## src/rtl/cycleProfilerPkg.sv

```systemverilog
package cycleProfilerPkg;

  // Strobes sent from control to datapath each cycle
  typedef struct packed {
    logic zeroCnt;   // force the count to zero
    logic incCnt;    // advance the count by one
    logic capture;   // latch the closing interval
    logic maxChk;    // compare the closing interval against the maximum
    logic live;      // an interval is open
  } profStrobeT;

endpackage

```

## src/rtl/cycleProfilerCtrl.sv

```systemverilog
module cycleProfilerCtrl
  import cycleProfilerPkg::*;
(
  input  logic       clk,
  input  logic       rstN,
  input  logic       startEv,
  input  logic       stopEv,
  input  logic       cumulative,
  input  logic       totalClr,
  output profStrobeT strb,
  output logic       stopIrq
);

  typedef enum logic {ST_IDLE, ST_RUN} stateT;

  stateT state;
  logic  startAcc;
  logic  stopAcc;

  always_comb begin
    // stop wins over start while idle; start ignored while running
    startAcc     = (state == ST_IDLE) && startEv && !stopEv;
    stopAcc      = (state == ST_RUN) && stopEv;
    strb.live    = (state == ST_RUN);
    strb.incCnt  = (state == ST_RUN);
    strb.capture = stopAcc;
    strb.maxChk  = stopAcc && !cumulative;
    strb.zeroCnt = totalClr || (!cumulative && (startAcc || stopAcc));
  end

  always_ff @(posedge clk) begin
    if (!rstN) begin
      state   <= ST_IDLE;
      stopIrq <= 1'b0;
    end else begin
      stopIrq <= stopAcc;
      unique case (state)
        ST_IDLE: if (startAcc) state <= ST_RUN;
        ST_RUN:  if (stopAcc)  state <= ST_IDLE;
        default: state <= ST_IDLE;
      endcase
    end
  end

endmodule

```

## src/rtl/cycleProfilerData.sv

```systemverilog
module cycleProfilerData
  import cycleProfilerPkg::*;
#(
  parameter int WIDTH = 32
) (
  input  logic             clk,
  input  logic             rstN,
  input  profStrobeT       strb,
  input  logic             ovfClr,
  input  logic             maxClr,
  output logic [WIDTH-1:0] curCount,
  output logic [WIDTH-1:0] maxCount,
  output logic [WIDTH-1:0] lastCount,
  output logic             ovfFlag
);

  localparam logic [WIDTH-1:0] ALL_ONES = '1;
  localparam logic [WIDTH-1:0] ONE      = WIDTH'(1);

  logic [WIDTH-1:0] cnt;
  logic [WIDTH-1:0] cntPlus;
  logic             wrap;
  logic             newMax;

  always_comb begin
    cntPlus = cnt + ONE;
    wrap    = strb.incCnt && (cnt == ALL_ONES);
    // a fresh measurement taken on a clearing edge still lands
    newMax  = strb.maxChk && (maxClr || (cntPlus > maxCount));
  end

  always_ff @(posedge clk) begin
    if (!rstN) begin
      cnt       <= '0;
      maxCount  <= '0;
      lastCount <= '0;
      ovfFlag   <= 1'b0;
    end else begin
      if (strb.zeroCnt)     cnt <= '0;
      else if (strb.incCnt) cnt <= cntPlus;

      if (strb.capture) lastCount <= cntPlus;

      if (newMax)      maxCount <= cntPlus;
      else if (maxClr) maxCount <= '0;

      // a wrap on the clearing edge keeps the flag set
      if (wrap)        ovfFlag <= 1'b1;
      else if (ovfClr) ovfFlag <= 1'b0;
    end
  end

  assign curCount = strb.live ? cnt : '0;

endmodule

```

## src/rtl/cycleProfiler.sv

```systemverilog
module cycleProfiler
  import cycleProfilerPkg::*;
#(
  parameter int WIDTH = 32
) (
  input  logic             clk,
  input  logic             rstN,
  input  logic             startEv,
  input  logic             stopEv,
  input  logic             cumulative,
  input  logic             totalClr,
  input  logic             ovfClr,
  input  logic             maxClr,
  output logic [WIDTH-1:0] curCount,
  output logic [WIDTH-1:0] maxCount,
  output logic [WIDTH-1:0] lastCount,
  output logic             ovfFlag,
  output logic             stopIrq
);

  profStrobeT strb;

  cycleProfilerCtrl uCtrl (
    .clk        (clk),
    .rstN       (rstN),
    .startEv    (startEv),
    .stopEv     (stopEv),
    .cumulative (cumulative),
    .totalClr   (totalClr),
    .strb       (strb),
    .stopIrq    (stopIrq)
  );

  cycleProfilerData #(.WIDTH(WIDTH)) uData (
    .clk       (clk),
    .rstN      (rstN),
    .strb      (strb),
    .ovfClr    (ovfClr),
    .maxClr    (maxClr),
    .curCount  (curCount),
    .maxCount  (maxCount),
    .lastCount (lastCount),
    .ovfFlag   (ovfFlag)
  );

endmodule

```

## config.mk

```make
export PLATFORM = sky130hd
export DESIGN_NAME = cycleProfiler
export DESIGN_NICKNAME = d
export VERILOG_FILES = /design/src/rtl/cycleProfilerPkg.sv /design/src/rtl/cycleProfilerCtrl.sv /design/src/rtl/cycleProfilerData.sv /design/src/rtl/cycleProfiler.sv
export SDC_FILE = /design/constraint.sdc
export NUM_CORES = 1
export LEC_CHECK = 0
export ABC_AREA = 1
export BUFFER_PORTS_ARGS = -buffer_cell sky130_fd_sc_hd__buf_2
export CAP_MARGIN = 25
export CORE_AREA = 2 2 121 123
export DETAILED_ROUTE_END_ITERATION = 10
export DIE_AREA = 0 0 123 125
export GPL_TIMING_DRIVEN = 0
export PLACE_DENSITY_LB_ADDON = 0.1
export SETUP_SLACK_MARGIN = 0.02
export SLEW_MARGIN = 20
export SYNTH_ARGS = -nofsm -noshare
export SYNTH_HDL_FRONTEND = slang
export SYNTH_SLANG_ARGS = --single-unit
```

## constraint.sdc

```tcl
create_clock -name clk -period 3.16 [get_ports clk]
set_input_delay 0.474 -clock clk [delete_from_list [all_inputs] [get_ports clk]]
set_output_delay 0.474 -clock clk [all_outputs]
set_load 0.01 [all_outputs]
```

==> results_dict.tcl <==
set metrics [dict create \
    drv_cap 0 \
    n_antenna_cell 0 \
    synth.yosys.seq_area_share_pct 35.8 \
    path_delay_family "simple AND/OR/NAND/NOR gates" \
    max_stage_delay_ns 0.45 \
    cts.sinks 99 \
    first_global_vias 5022 \
    vias 5515 \
    final_common_cell "inv_1" \
    cts_buffer_depth 2 \
    cp-start-kind "flip-flop" \
    rsz0062_at_grt "true" \
    crit_path_top_delay_cell "dfxtp_1" \
    numCtsBuffers 9 \
    min_period_ns 3.13 \
    power_mw 2.83 \
    instances_no_fill 1145 \
    die_h_um 125 \
    min_period_over_period_pct 99.1 \
    hp-class "in2reg" \
    crit_cells 22 \
    yosysTopAreaCell "dfxtp_1" \
    drc_errors 0 \
    slew-limit-headroom_pct 52.5 \
    layout.nets 997 \
    placedCellCount 1087 \
    routed_wl_um 17600 \
    drtAntennaViolNets 0 \
    rrSetupSlack_ns 0.03 \
    grt_max_degree 16 \
    cts_max_level 3 \
    synth_area_leaders "dfxtp_1 36%, nand2_1 10%, inv_1 9.9%" \
    root_buffer "clkbuf_16" \
    critPathKind "reg2reg" \
    rows 44 \
    timing.critical_path.from "uData.cnt[6]" \
    insertion_delay_ns 0.36 \
    grt_pass1_wl_um 26800 \
    worst_pin_slew_ns 0.713 \
    nFillCells 1416 \
    firstDrtPassIters 4 \
    ctsHoldBuffers 0 \
    core-area_sq_um 14200 \
    peakVddDrop_mv 0.229 \
    p_per_area_nw_per_um2 375 \
    synth_top_area_share_pct 35.8 \
    fp.dieW_um 123 \
    status "completed" \
    viasPerCell 4.82 \
    finClkSkew_ns 0.00874 \
    holdCritStartpoint "stopEv" \
    antenna_found_initial 0 \
    initial_core_util_pct 39.0 \
    hpwl_um 12600 \
    hold_path_depth 2 \
    max_freq_ghz 0.319 \
    ys_ff_latch 99 \
    die_area_sq_um 15400 \
    synthFlopType "dfxtp_1" \
    place_congestion 0.856 \
    reg2reg_from "uData.cnt[6]" \
    drive_gt1_share_pct 32.8 \
    setup_viol 0 \
    syn_avg_cell_area_sq_um 6.95 \
    crit_top_cell "nand2_1" \
    hold_viol_final 0 \
    crit_buf_inv 5 \
    ys_async_sr_fraction_pct 0 \
    worstPathCellList "nand2_1, inv_1, nand2_4, nor2_8, buf_6, nand2_4, nor3_4, xor2_2, ha_1, nand2_1, inv_2, nand2_1, nand2_1, nand2_2, nand3_2, a21oi_2, nand2_2, a31oi_4, buf_4, buf_6, nand2_1, a21oi_1" \
    final_cell_mix "142 x inv_1, 116 x nand2_1, 108 x buf_2, 78 x dfxtp_1, 67 x a21oi_1" \
    cts_tree "done" \
    p_leak_nw 3.93 \
    ys_warn_count 0 \
    syn_nets 839 \
    io_buffer_count 105 \
    synth-edff-count 0 \
    ys_types 37 \
    overflow 0 \
    crit_path_end_kind "flip-flop" \
    slew_violations 0 \
    crit_arrival_ns 3.41 \
    syn_area_sq_um 5540 \
    drt_iter0_drc 312 \
    wl_per_cell_um 15.3 \
    ff2ff_path_depth 22 \
    cp_max_fo 5 \
    crit_required_ns 3.44 \
    syn2layout_area_growth_pct 36.0 \
    grtUsageTotal_pct 22.6 \
    path_clk_slew_ns 0.07 \
    synthCells 798 \
    ioPinCount 106 \
]
[path summary, 6_finish.rpt]
check | to
worst min-delay path | uCtrl.state
worst max register to register | uData.maxCount[0]
worst max-delay path | uData.maxCount[0]
worst min register to register | uData.lastCount[2]
[cells in the mapped netlist, types with 6 or more instances]
library cell and instances:
ha_1 33, clkbuf_1 26, nor3_1 9, nor2_2 6
nand2_1 151, a21oi_1 84, o21ai_0 58, dfxtp_1 99
nand4_1 6, inv_1 146, nand2_2 6, xor2_1 18
nor2_1 64, nand3_1 41, buf_2 7
[where the power goes]
group	switching [mW]	internal [mW]
logic	0.220	0.135
registers	0.0227	1.26
clock network	0.507	0.677
total	0.751	2.08
[metal layers]
metal	routed length, um	share of wire, %	global-route usage, %
met4	416	2.4	8.62
met1	7980	45	30.9
met5	0	0	0
met2	8480	48	36.2
met3	674	3.8	3.06
[flip-flops by register name, summed over array words and instances, names as in the netlist]
name,cells
uData.cnt,32
uData.lastCount,32
uData.maxCount,32
uCtrl.state,1
uCtrl.stopIrq,1
uData.ovfFlag,1
[through the flow]
step	util [%]	setup WS, ns	hold slack (ns)	setup TNS [ns]	instance area, sq um
floorplan	-	0.223	0.482	0	5540
global placement	44.3	-0.721	0.466	-22.12	6300
detailed placement	44.3	-0.758	0.463	-22.24	6300
CTS	49.7	0.0348	0.315	0	7060
global route	53.1	-0.151	0.315	-4.03	7540
finish	53.1	0.0291	0.318	0	7540
[cell families (layout without fill, tap and decap cells)]
kind of cell,after synthesis,after routing,share of synthesized area (%)
buffers and inverters,184,347,12.6
DFF,99,99,35.8
and+or+nand+nor,305,305,25.8
adders and majority gates,33,33,7.45
xor gates and xnor gates,25,25,4.36
AOI/OAI and AO/OA,152,152,14.0
[layout make-up]
cell class	instances	area, sq um	share of cell area (%)
Clock inverter	4	47.5	0.631
Tap cell	184	230	3.05
Multi-Input combinational cell	515	3300	43.7
Sequential cell	99	2040	27.1
Clock buffer	12	267	3.53
Buffer	35	204	2.70
Timing Repair Buffer	147	893	11.8
Inverter	149	559	7.42
[timing repair]
| item | CTS | global route |
|---|---|---|
| gates cloned | 2 | 1 |
| endpoints found under the setup margin | 32 | 32 |
| setup buffers | 22 | 17 |
| resized for setup | 66 | 100 |
| pin swaps | 18 | 49 |
(Power assumes the default switching activity.)
